$ cat src/rtl/la_trig_pkg.sv
package la_trig_pkg;

  typedef enum logic [1:0] {
    CMB_AND  = 2'd0,
    CMB_OR   = 2'd1,
    CMB_THEN = 2'd2,
    CMB_RSVD = 2'd3
  } cmb_mode_e;

  // unit register selectors (cfg_addr[2:0])
  localparam logic [2:0] RG_EDGE  = 3'd0;
  localparam logic [2:0] RG_LEVEL = 3'd1;
  localparam logic [2:0] RG_QUAL  = 3'd2;
  localparam logic [2:0] RG_PULSE = 3'd3;
  localparam logic [2:0] RG_COUNT = 3'd4;

  // bit offset of the upper field in paired registers
  localparam int unsigned HI_OFS = 16;

endpackage

$ cat src/rtl/trig_unit.sv
module trig_unit #(
  parameter int unsigned CH    = 16,
  parameter int unsigned CNT_W = 8,
  parameter int unsigned PW_W  = 16,
  parameter int unsigned CHW   = 4
) (
  input  logic             clk,
  input  logic             rst_n,
  input  logic             clr,
  input  logic             act,
  input  logic             en,
  input  logic [CH-1:0]    smp,
  input  logic [CH-1:0]    prev,
  input  logic             prev_vld,
  input  logic [CH-1:0]    rise_m,
  input  logic [CH-1:0]    fall_m,
  input  logic [CH-1:0]    lvl_en,
  input  logic [CH-1:0]    lvl_val,
  input  logic             qe_en,
  input  logic             qe_rise,
  input  logic             qe_fall,
  input  logic [CHW-1:0]   qe_ch,
  input  logic [CHW-1:0]   ql_ch,
  input  logic             ql_val,
  input  logic             pw_en,
  input  logic [PW_W-1:0]  pw_min,
  input  logic [PW_W-1:0]  pw_max,
  input  logic [CNT_W-1:0] need,
  output logic             hit,
  output logic             done
);

  localparam logic [PW_W-1:0] RUN_MAX = '1;

  logic [CH-1:0]    ch_rise, ch_fall;
  logic             edge_mask_hit, qual_hit, edge_ok;
  logic             has_edge, has_lvl, lvl_now, lvl_ok, pulse_end, match;
  logic [PW_W-1:0]  run_q;
  logic [CNT_W-1:0] cnt_q, need_eff;
  logic [CNT_W:0]   cnt_nx;
  logic             reach, done_q;

  // edge detection against the previous accepted sample
  assign ch_rise       = smp & ~prev;
  assign ch_fall       = ~smp & prev;
  assign edge_mask_hit = prev_vld & (|((rise_m & ch_rise) | (fall_m & ch_fall)));
  assign qual_hit      = prev_vld & qe_en
                       & ((qe_rise & ch_rise[qe_ch]) | (qe_fall & ch_fall[qe_ch]))
                       & (smp[ql_ch] == ql_val);
  assign edge_ok       = edge_mask_hit | qual_hit;
  assign has_edge      = (|rise_m) | (|fall_m) | qe_en;

  // level terms are ANDed over the enabled channels
  assign has_lvl = |lvl_en;
  assign lvl_now = has_lvl & ((~(smp ^ lvl_val) & lvl_en) == lvl_en);

  // run length of the level condition, saturating
  always_ff @(posedge clk) begin
    if (!rst_n || clr) begin
      run_q <= '0;
    end else if (act) begin
      if (!lvl_now)             run_q <= '0;
      else if (run_q != RUN_MAX) run_q <= run_q + 1'b1;
    end
  end

  assign pulse_end = (run_q != '0) & ~lvl_now & (run_q >= pw_min) & (run_q <= pw_max);
  assign lvl_ok    = pw_en ? pulse_end : lvl_now;
  assign match     = (has_edge | has_lvl) & (~has_edge | edge_ok) & (~has_lvl | lvl_ok);

  // occurrence counter
  assign need_eff = (need == '0) ? CNT_W'(1) : need;
  assign cnt_nx   = {1'b0, cnt_q} + (CNT_W + 1)'(1);
  assign reach    = cnt_nx >= {1'b0, need_eff};
  assign hit      = act & en & ~done_q & match & reach;
  assign done     = done_q;

  always_ff @(posedge clk) begin
    if (!rst_n || clr) begin
      cnt_q  <= '0;
      done_q <= 1'b0;
    end else if (act && en && !done_q && match) begin
      if (reach) done_q <= 1'b1;
      else       cnt_q  <= cnt_q + 1'b1;
    end
  end

  // no accepted, enabled sample leaves the count alone
  a_r11_count_frozen: assert property (@(posedge clk) disable iff (!rst_n)
    !clr && !(act && en) |=> $stable(cnt_q));

  // a saturated run stays saturated while the level holds
  a_r6_run_saturates: assert property (@(posedge clk) disable iff (!rst_n)
    (run_q == RUN_MAX) && act && lvl_now && !clr |=> (run_q == RUN_MAX));

  // once fired, the unit stays fired until cleared
  a_r7_done_sticky: assert property (@(posedge clk) disable iff (!rst_n)
    done_q && !clr |=> done_q);

endmodule

$ cat src/rtl/trig_combiner.sv
module trig_combiner
  import la_trig_pkg::*;
(
  input  logic      clk,
  input  logic      rst_n,
  input  logic      act,
  input  cmb_mode_e mode,
  input  logic      hit_a,
  input  logic      done_a,
  input  logic      hit_b,
  input  logic      done_b,
  output logic      en_b,
  output logic      fire
);

  logic a_f, b_f;

  assign a_f  = hit_a | done_a;
  assign b_f  = hit_b | done_b;
  assign en_b = (mode != CMB_THEN) | done_a;

  always_comb begin
    unique case (mode)
      CMB_OR:   fire = act & (a_f | b_f);
      CMB_THEN: fire = act & hit_b;
      default:  fire = act & a_f & b_f;
    endcase
  end

  // in sequence mode the trigger needs A to have fired earlier
  a_r9_b_after_a: assert property (@(posedge clk) disable iff (!rst_n)
    (mode == CMB_THEN) && fire |-> done_a);

  // in OR mode the firing sample is a fresh unit hit
  a_r8_or_fresh_hit: assert property (@(posedge clk) disable iff (!rst_n)
    (mode == CMB_OR) && fire |-> (hit_a || hit_b));

endmodule

$ cat src/rtl/la_trigger.sv
module la_trigger
  import la_trig_pkg::*;
#(
  parameter int unsigned CH    = 16,
  parameter int unsigned CNT_W = 8,
  parameter int unsigned PW_W  = 16
) (
  input  logic          clk,
  input  logic          rst_n,
  input  logic          cfg_we,
  input  logic [4:0]    cfg_addr,
  input  logic [31:0]   cfg_wdata,
  input  logic          arm,
  input  logic          smp_valid,
  output logic          smp_ready,
  input  logic [CH-1:0] smp_data,
  output logic          trig_pulse,
  output logic          triggered,
  output logic          armed
);

  localparam int unsigned CHW     = (CH > 1) ? $clog2(CH) : 1;
  localparam int unsigned N_UNITS = 2;

  logic                act;
  logic [CH-1:0]       prev_q;
  logic                prev_vld;
  logic [N_UNITS-1:0]  hit_v, done_v, en_v;
  logic                en_b, fire;
  cmb_mode_e           mode_q;
  logic                unused_wdata;

  assign smp_ready    = 1'b1;
  assign act          = armed & smp_valid & ~arm;
  assign unused_wdata = ^cfg_wdata;

  // previous accepted sample for edge detection
  always_ff @(posedge clk) begin
    if (!rst_n) begin
      prev_q   <= '0;
      prev_vld <= 1'b0;
    end else if (arm) begin
      prev_vld <= 1'b0;
    end else if (act) begin
      prev_q   <= smp_data;
      prev_vld <= 1'b1;
    end
  end

  always_ff @(posedge clk) begin
    if (!rst_n)                        mode_q <= CMB_AND;
    else if (cfg_we && cfg_addr[4])    mode_q <= cmb_mode_e'(cfg_wdata[1:0]);
  end

  assign en_v = {en_b, 1'b1};

  for (genvar u = 0; u < N_UNITS; u++) begin : g_unit
    logic [CH-1:0]    rise_m, fall_m, lvl_en, lvl_val;
    logic             qe_en, qe_rise, qe_fall, ql_val, pw_en;
    logic [CHW-1:0]   qe_ch, ql_ch;
    logic [PW_W-1:0]  pw_min, pw_max;
    logic [CNT_W-1:0] need;
    logic             sel;

    assign sel = cfg_we && !cfg_addr[4] && (cfg_addr[3] == 1'(u));

    always_ff @(posedge clk) begin
      if (!rst_n) begin
        rise_m <= '0; fall_m <= '0; lvl_en <= '0; lvl_val <= '0;
        qe_en  <= 1'b0; qe_rise <= 1'b0; qe_fall <= 1'b0;
        qe_ch  <= '0; ql_ch <= '0; ql_val <= 1'b0; pw_en <= 1'b0;
        pw_min <= '0; pw_max <= '0; need <= CNT_W'(1);
      end else if (sel) begin
        case (cfg_addr[2:0])
          RG_EDGE: begin
            rise_m <= cfg_wdata[0 +: CH];
            fall_m <= cfg_wdata[HI_OFS +: CH];
          end
          RG_LEVEL: begin
            lvl_en  <= cfg_wdata[0 +: CH];
            lvl_val <= cfg_wdata[HI_OFS +: CH];
          end
          RG_QUAL: begin
            qe_en   <= cfg_wdata[0];
            qe_rise <= cfg_wdata[1];
            qe_fall <= cfg_wdata[2];
            qe_ch   <= cfg_wdata[4 +: CHW];
            ql_ch   <= cfg_wdata[8 +: CHW];
            ql_val  <= cfg_wdata[12];
            pw_en   <= cfg_wdata[HI_OFS];
          end
          RG_PULSE: begin
            pw_min <= cfg_wdata[0 +: PW_W];
            pw_max <= cfg_wdata[HI_OFS +: PW_W];
          end
          RG_COUNT: need <= cfg_wdata[0 +: CNT_W];
          default: ;
        endcase
      end
    end

    trig_unit #(
      .CH(CH), .CNT_W(CNT_W), .PW_W(PW_W), .CHW(CHW)
    ) u_unit (
      .clk(clk), .rst_n(rst_n), .clr(arm), .act(act), .en(en_v[u]),
      .smp(smp_data), .prev(prev_q), .prev_vld(prev_vld),
      .rise_m(rise_m), .fall_m(fall_m), .lvl_en(lvl_en), .lvl_val(lvl_val),
      .qe_en(qe_en), .qe_rise(qe_rise), .qe_fall(qe_fall),
      .qe_ch(qe_ch), .ql_ch(ql_ch), .ql_val(ql_val),
      .pw_en(pw_en), .pw_min(pw_min), .pw_max(pw_max), .need(need),
      .hit(hit_v[u]), .done(done_v[u])
    );
  end

  trig_combiner u_cmb (
    .clk(clk), .rst_n(rst_n), .act(act), .mode(mode_q),
    .hit_a(hit_v[0]), .done_a(done_v[0]),
    .hit_b(hit_v[1]), .done_b(done_v[1]),
    .en_b(en_b), .fire(fire)
  );

  always_ff @(posedge clk) begin
    if (!rst_n) begin
      armed      <= 1'b0;
      triggered  <= 1'b0;
      trig_pulse <= 1'b0;
    end else begin
      trig_pulse <= 1'b0;
      if (arm) begin
        armed     <= 1'b1;
        triggered <= 1'b0;
      end else if (fire) begin
        armed      <= 1'b0;
        triggered  <= 1'b1;
        trig_pulse <= 1'b1;
      end
    end
  end

  // the pulse never lasts two cycles
  a_r10_pulse_one_cycle: assert property (@(posedge clk) disable iff (!rst_n)
    trig_pulse |=> !trig_pulse);

  // the flag holds until the next arm
  a_r10_flag_held: assert property (@(posedge clk) disable iff (!rst_n)
    triggered && !arm |=> triggered);

  // a pulse comes with the flag set and the block disarmed
  a_r10_pulse_marks: assert property (@(posedge clk) disable iff (!rst_n)
    trig_pulse |-> triggered && !armed);

  // a disarmed block produces no pulse
  a_r11_idle_no_pulse: assert property (@(posedge clk) disable iff (!rst_n)
    !armed |=> !trig_pulse);

endmodule

$ cat config.mk
export PLATFORM = sky130hd
export DESIGN_NAME = la_trigger
export DESIGN_NICKNAME = d
export VERILOG_FILES = /design/src/rtl/la_trig_pkg.sv /design/src/rtl/trig_unit.sv /design/src/rtl/trig_combiner.sv /design/src/rtl/la_trigger.sv
export SDC_FILE = /design/constraint.sdc
export NUM_CORES = 1
export LEC_CHECK = 0
export BUFFER_PORTS_ARGS = -buffer_cell sky130_fd_sc_hd__buf_2
export CAP_MARGIN = 20
export CORE_ASPECT_RATIO = 0.5
export CORE_MARGIN = 2
export CORE_UTILIZATION = 45
export DETAILED_ROUTE_END_ITERATION = 7
export PLACE_DENSITY = 0.65
export SLEW_MARGIN = 20
export SYNTH_ARGS = -nofsm -noshare
export SYNTH_HDL_FRONTEND = slang
export SYNTH_SLANG_ARGS = --single-unit
$ cat constraint.sdc
create_clock -name clk -period 2.71 [get_ports clk]
set_clock_uncertainty 0.05 [all_clocks]
set_input_delay 0.4065 -clock clk [delete_from_list [all_inputs] [get_ports clk]]
set_output_delay 0.4065 -clock clk [all_outputs]
set_load 0.02 [all_outputs]
-- Word-level counts from Yosys, hierarchy flattened
Cells that the tools add are included.
- input port bits: 58
- logic and storage cells: 225
- output and inout bits: 4
- flip-flop bits (word level): 306
- muxes and demuxes: 24
- add/sub/neg operators: 6
- $lt $le $gt $ge: 10
- bitwise logic cells: 84
- eq/ne operators: 15
- reduce and logical (&&, ||, !) cells: 46
- operator list (kind ; number):
    16-bit AND ; 8
    16-bit OR reduction ; 8
    16-bit 2-to-1 mux ; 4
    16-bit inverter ; 4
    1-bit AND ; 37
    2-bit AND reduction ; 17
    16-bit by 1-bit adder with 16-bit output (second input constant) ; 2
    16-bit == test ; 2
    16-bit >= comparator ; 2
    16-bit <= comparator ; 2
    16-bit != test (second input constant) ; 2
    16-bit bitwise OR ; 2
    16-bit nonzero test ; 2
    16-bit XOR ; 2
    1-bit binary-select mux with 4-bit select ; 6
    4-bit by 5-bit < comparator with 1-bit output (second input constant) ; 4
    8-bit by 1-bit adder with 9-bit output (second input constant) ; 2
    9-bit by 8-bit >= comparator with 1-bit output ; 2
    1-bit bitwise OR ; 18
    8-bit by 1-bit adder with 8-bit output (second input constant) ; 2
    8-bit logical NOT ; 2
    8-bit 2-to-1 mux ; 2
    1-bit inverter ; 13
    1-bit 2-to-1 mux ; 11
    14 further kinds ; 29

-- Depth between registers and ports, before layout
- depth in word-level cells: 20
- gate-level depth with buffers: 15
- mapped depth without buffers: 14

-- Hierarchy
From an unflattened synthesis, not the netlist that was laid out.
- cell total of the unflattened synthesis: 1805
- area total of the unflattened synthesis: 16309.4 sq um
- by module, submodules not included (module ; seq. area each (sq um) ; cells each ; times used ; area an instance (sq um)):
    la_trigger ; 5124.9 ; 899 ; 1 ; 9357.7
    trig_unit (g_unit[0].u_unit) ; 500.5 ; 449 ; 1 ; 3483.3
    trig_unit (g_unit[1].u_unit) ; 500.5 ; 448 ; 1 ; 3409.5
    trig_combiner ; 0.0 ; 9 ; 1 ; 58.8

-- Worst setup path before layout
Ideal clock, no wire load.
- path kind: input-to-reg
- start point: input smp_data[14]
- end point: register armed
- setup slack: -0.111 ns
- stages on the path: 11
- path buffers: 1
- library setup time: 0.059 ns
- arrival time: 2.712 ns
- cell sequence: clkbuf_1 -> mux4_2 -> mux4_2 -> xnor2_1 -> nand3_1 -> a31oi_1 -> o311a_1 -> a21oi_1 -> a21oi_1 -> o2111ai_1 -> o211a_1
- word-level cells in the longest chain between the ends: 19
- elaborated cells on any way between the ends: 80
- those cells by class: 4 x eq/ne; 15 x mux; 58 x bitwise; 3 x reduce/logical
- RTL lines (what ; RTL line ; text):
    start: declaration ; la_trigger.sv:16 ; input logic [CH-1:0] smp_data,
    16-bit inverter or 16-bit XOR (tied branches) ; trig_unit.sv:45, trig_unit.sv:55 ;
    16-bit AND or 16-bit inverter (tied branches) ; trig_unit.sv:45, trig_unit.sv:55 ;
    1-bit binary-select mux with 4-bit select or 16-bit AND (tied branches) ; trig_unit.sv:48, trig_unit.sv:55 ;
    1-bit 2-to-1 mux (not written as such) or 16-bit == test (tied branches) ; trig_unit.sv:48, trig_unit.sv:55 ;
    1-bit AND, on equally long branches ; trig_unit.sv:48, trig_unit.sv:55 ;
    1-bit bitwise OR or 1-bit inverter (tied branches) ; trig_unit.sv:48, trig_unit.sv:67 ;
    1-bit AND, on equally long branches ; trig_unit.sv:48, trig_unit.sv:67 ;
    1-bit AND, on equally long branches ; trig_unit.sv:49, trig_unit.sv:67 ;
    [... 2 more ...] ; - ;
    1-bit AND or 1-bit bitwise OR (tied branches) ; trig_unit.sv:69 ; assign match = (has_edge | has_lvl) & (~has_edge | edge_ok) & (~has_lvl | lvl_ok);
    1-bit AND ; trig_unit.sv:69 ;
    1-bit AND (2 in series) ; trig_unit.sv:75 ; assign hit = act & en & ~done_q & match & reach;
    1-bit bitwise OR, on equally long branches ; trig_combiner.sv:18, trig_combiner.sv:19 ;
    1-bit AND or 1-bit bitwise OR (tied branches) ; trig_combiner.sv:26, trig_combiner.sv:24 ;
    1-bit AND, on equally long branches ; trig_combiner.sv:26, trig_combiner.sv:24 ;
    1-bit one-hot mux with 2 select lines * ; trig_combiner.sv:23 ; unique case (mode)
    2-bit nonzero test (no line) * ; - ;
    end signal: assignment ; la_trigger.sv:124 ; armed <= 1'b0;
    end signal: assignment ; la_trigger.sv:130 ; armed <= 1'b1;
    end signal: assignment ; la_trigger.sv:133 ; armed <= 1'b0;
    end: declaration ; la_trigger.sv:19 ; output logic armed
Mark *: on every way between the ends. The rest lies on a longest branch, timed or not. The select of a mux whose other input is x is not followed.
A chain may end at the register's enable or synchronous reset.

-- Worst setup path after layout
- start point: register g_unit[1].ql_ch[2]
- end point: register g_unit[1].u_unit.cnt_q[5]
- word-level cells in the longest chain between the ends: 10
- RTL lines (what ; RTL line ; text):
    start: declaration ; la_trigger.sv:60 ; logic [CHW-1:0] qe_ch, ql_ch;
    start signal: assignment ; la_trigger.sv:88 ; ql_ch <= cfg_wdata[8 +: CHW];
    1-bit binary-select mux with 4-bit select ; trig_unit.sv:49 ; & (smp[ql_ch] == ql_val);
    1-bit 2-to-1 mux (not written as such) ; trig_unit.sv:49 ;
    1-bit == test ; trig_unit.sv:49 ;
    1-bit AND ; trig_unit.sv:49 ;
    1-bit bitwise OR ; trig_unit.sv:50 ; assign edge_ok = edge_mask_hit | qual_hit;
    1-bit bitwise OR ; trig_unit.sv:69 ;
    1-bit AND (2 in series) ; trig_unit.sv:69 ;
    1-bit logical AND ; trig_unit.sv:82 ; end else if (act && en && !done_q && match) begin
    2-bit AND reduction (no line) ; - ;
    end signal: assignment ; trig_unit.sv:84 ; else cnt_q <= cnt_q + 1'b1;
    end: declaration ; trig_unit.sv:39 ; logic [CNT_W-1:0] cnt_q, need_eff;
No other way between the ends. The select of a mux whose other input is x is not followed.

==> out/qor.txt <==
switching part of the total -> 24.5%
Vias/cell -> 5.53
Final min period -> 2.97 ns
chip width -> 271 µm
Final Hold Violating Endpoints -> 0
ANT nets after route -> 0
CTS Buffer Depth -> 3
startpoint types -> flip-flop
Critical Path Max Stage Delay -> 0.54 ns
Int Power -> 7340 µW
Reg power frac -> 46.9%
row cnt -> 48
number of DRC markers in iteration 0 -> 1286
leakage -> 0.00746 µW
Setup CP Type -> reg2reg
core box area -> 34800 µm²
PwrDens -> 509 nW/µm²
pre-CTS WS -> -0.474 ns
vias post-DR -> 14200
async set-reset flop share out of synthesis -> 0%
CTS tree -> built
worst r2r dst -> g_unit[1].u_unit.cnt_q[5]
crit end category -> flip-flop
CTS Root Cell -> clkbuf_16
Gate Count Post-Synth -> 1921
Switch Pwr -> 2390 µW
HP Class -> in2reg
Post-Syn Area -> 16100 µm²
Mapped Avg Cell Area -> 8.36 µm²
most common cell after layout, fill and taps aside -> nand2_1
final worst slack -> -0.258 ns
Seq/Total Area, Yosys -> 38.1%
# hold bufs at CTS -> 0
most frequently used flop master after synthesis -> dfxtp_1
status -> finished, violations left
clock slew at reported path FFs -> 0.06 ns
unrepaired setup endpoints after global routing -> true
Setup violations, final -> 20
clock power share -> 45.2%
violated checks -> setup timing
routed len/inst -> 20.8 µm
first-pass GRT wire length -> 80400 µm
Routed Wire Length -> 53500 µm
slew of the pin with the lowest slew margin -> 1.08 ns
reg2reg start -> g_unit[1].ql_ch[2]
DPL Wire Length -> 38500 µm
R2R depth -> 12
gr ovfl total -> 0
Comb pwr share -> 7.9%
fmax -> 337 MHz
CTS buffer count -> 29
Die Area -> 37300 µm²
synth top area cells -> dfxtp_1 (38%), nand2_1 (11%), a21boi_0 (9.9%)
IO Pins -> 62
CP required -> 3.10 ns
worst skew pair latency -> 0.59 ns
synth warn -> 0
area fraction of the dominant cell type after synthesis -> 38.1%
die height -> 138 µm
Synth Net Count -> 2066
Setup crit end -> g_unit[1].u_unit.cnt_q[5]
Slew Viols, Final -> 0
RePlAce Congestion -> 1.05
largest net degree at the start of global routing -> 253
share of layout cells above drive strength 1 -> 16.8%
CP Cell Sequence -> buf_12 > mux4_2 > mux4_2 > xnor2_4 > nand3_2 > a31oi_4 > a211oi_4 > a211oi_4 > buf_6 > nand2_1 > xor2_1 > nor2_1
# clock sinks -> 306
EDFF count, synth -> 0
Global Route Usage Sum -> 28.4%
Antenna Diode Count -> 0
initial antenna violation count -> 1
Area growth, synth to finish -> 18.9%
H-tree Lvls -> 1
Distinct cells, synth -> 65
Slew HR -> 28.0%
Starting Density -> 46.1%
crit-path max FO -> 7
number of global-route vias before repair -> 13400
DRC errors left -> 0
post-synth top area cell -> dfxtp_1
reg-to-reg slack, setup -> -0.26 ns
Worst EP arrival -> 3.35 ns
Layout Nets -> 2224
DR pass1 iterations -> 5
CP startpoint -> g_unit[1].ql_ch[2]
Yosys reg bits -> 306
Critical-path top delay cell -> mux4_2
Buffers on Ports -> 60
worst vdd ir -> 0.000403 V
most frequent cells in the layout -> nand2_1 (466), dfxtp_1 (304), a21boi_0 (211), buf_4 (169), inv_1 (93)
Sum Neg Setup Slack -> -4.09 ns
Max-Cap Viols -> 0
Tcrit/Tclk final -> 110%
cells by family (layout without fill, tap and decap cells):
family | count (synthesis) | in the layout | synth area share (%)
compound gates | 375 | 375 | 17.3
other cells | 1 | 1 | 0.0233
fa+ha+maj | 87 | 87 | 6.77
mux | 75 | 75 | 6.07
simple gates | 792 | 792 | 22.2
xor+xnor | 86 | 86 | 4.69
buf+inv | 199 | 379 | 4.77
flops | 306 | 306 | 38.1
power by group through the flow:
stage	sequential (µW)	combinational (µW)	clock (µW)
finish	4560	767	4400
global route	4560	799	4630
CTS	4560	744	4460
detailed placement	4660	727	0
global placement	4660	727	0
floorplan	4650	348	0
flip-flops by register name, indices dropped and copies added (netlist names), 16 cells and up:
| signal | cells |
|---|---|
| g_unit.fall_m | 32 |
| g_unit.u_unit.run_q | 32 |
| g_unit.rise_m | 32 |
| g_unit.pw_min | 32 |
| g_unit.pw_max | 32 |
| g_unit.u_unit.cnt_q | 16 |
| g_unit.lvl_val | 32 |
| g_unit.lvl_en | 32 |
| prev_q | 16 |
| g_unit.need | 16 |
layout make-up:
class,instances,area (µm²)
multi-input combinational,1416,9370
clock buffer,44,882
fill,3253,15700
sequential,306,6130
tap,475,594
inverter,93,349
timing repair buffer,233,1650
clock inverter,9,130
layer usage:
layer,global-route usage (%),share of wire [%],up-vias
met5,0,0,-
met4,8.61,2.9,0
met3,5.56,7.6,85
met2,43.8,42,461
met1,40.1,47,6799
li1,-,-,6889
worst max-delay path: cells and delay by family, from the launching register on:
family / cells / cell delay [ns]
AOI/OAI and AO/OA: 3 / 0.46
and+or+nand+nor: 3 / 0.25
muxes: 2 / 1.04
buffers and inverters: 2 / 0.28
xor gates and xnor gates: 2 / 0.38
DFF: 1 / 0.34
what timing repair did:
action | 4_1_cts | 5_1_grt
buffers inserted | 2 | 2
resized for setup | 33 | 9
endpoints found under the setup margin | 21 | 35
pin swaps | 12 | 9
Yosys cell counts, drive strengths merged, types with 6 or more instances:
cell / n
a211o: 6
a211oi: 7
a21boi: 211
a21oi: 30
a221oi: 6
a22oi: 39
and3: 22
buf: 12
clkbuf: 94
dfxtp: 306
ha: 87
inv: 93
mux2: 8
mux2i: 51
mux4: 16
nand2: 476
nand2b: 9
nand3: 30
nand4: 32
nor2: 67
nor2b: 82
nor3: 17
nor3b: 6
nor4: 32
o211ai: 6
o21ai: 18
xnor2: 6
xor2: 80
worst min path at each step:
| stage | start | end | slack [ns] | depth (start not counted) |
|---|---|---|---|---|
| final | rst_n | armed | 0.05 | 2 |
| after global routing | rst_n | armed | 0.05 | 2 |
| after CTS | rst_n | armed | 0.03 | 2 |
| after detailed placement | triggered | triggered | 0.40 | 2 |
| after global placement | g_unit[0].pw_max[1] | g_unit[0].pw_max[1] | 0.40 | 2 |
| after floorplan | g_unit[0].pw_min[10] | g_unit[0].pw_min[10] | 0.39 | 2 |
per-stage QoR:
stage               utilization, %  hold slack (ns)  cell area (µm²)  std cells  power (µW)
finish                        54.9           0.0489            19100       2576        9730
global route                  54.9           0.0489            19100       2576        9990
CTS                           54.7           0.0333            19000       2575        9760
detailed placement            51.3            0.402            17900       2520        5390
global placement              51.3            0.402            17900       2520        5390
floorplan                        -            0.393            16100       1921        5000
(Power assumes the default switching activity.)
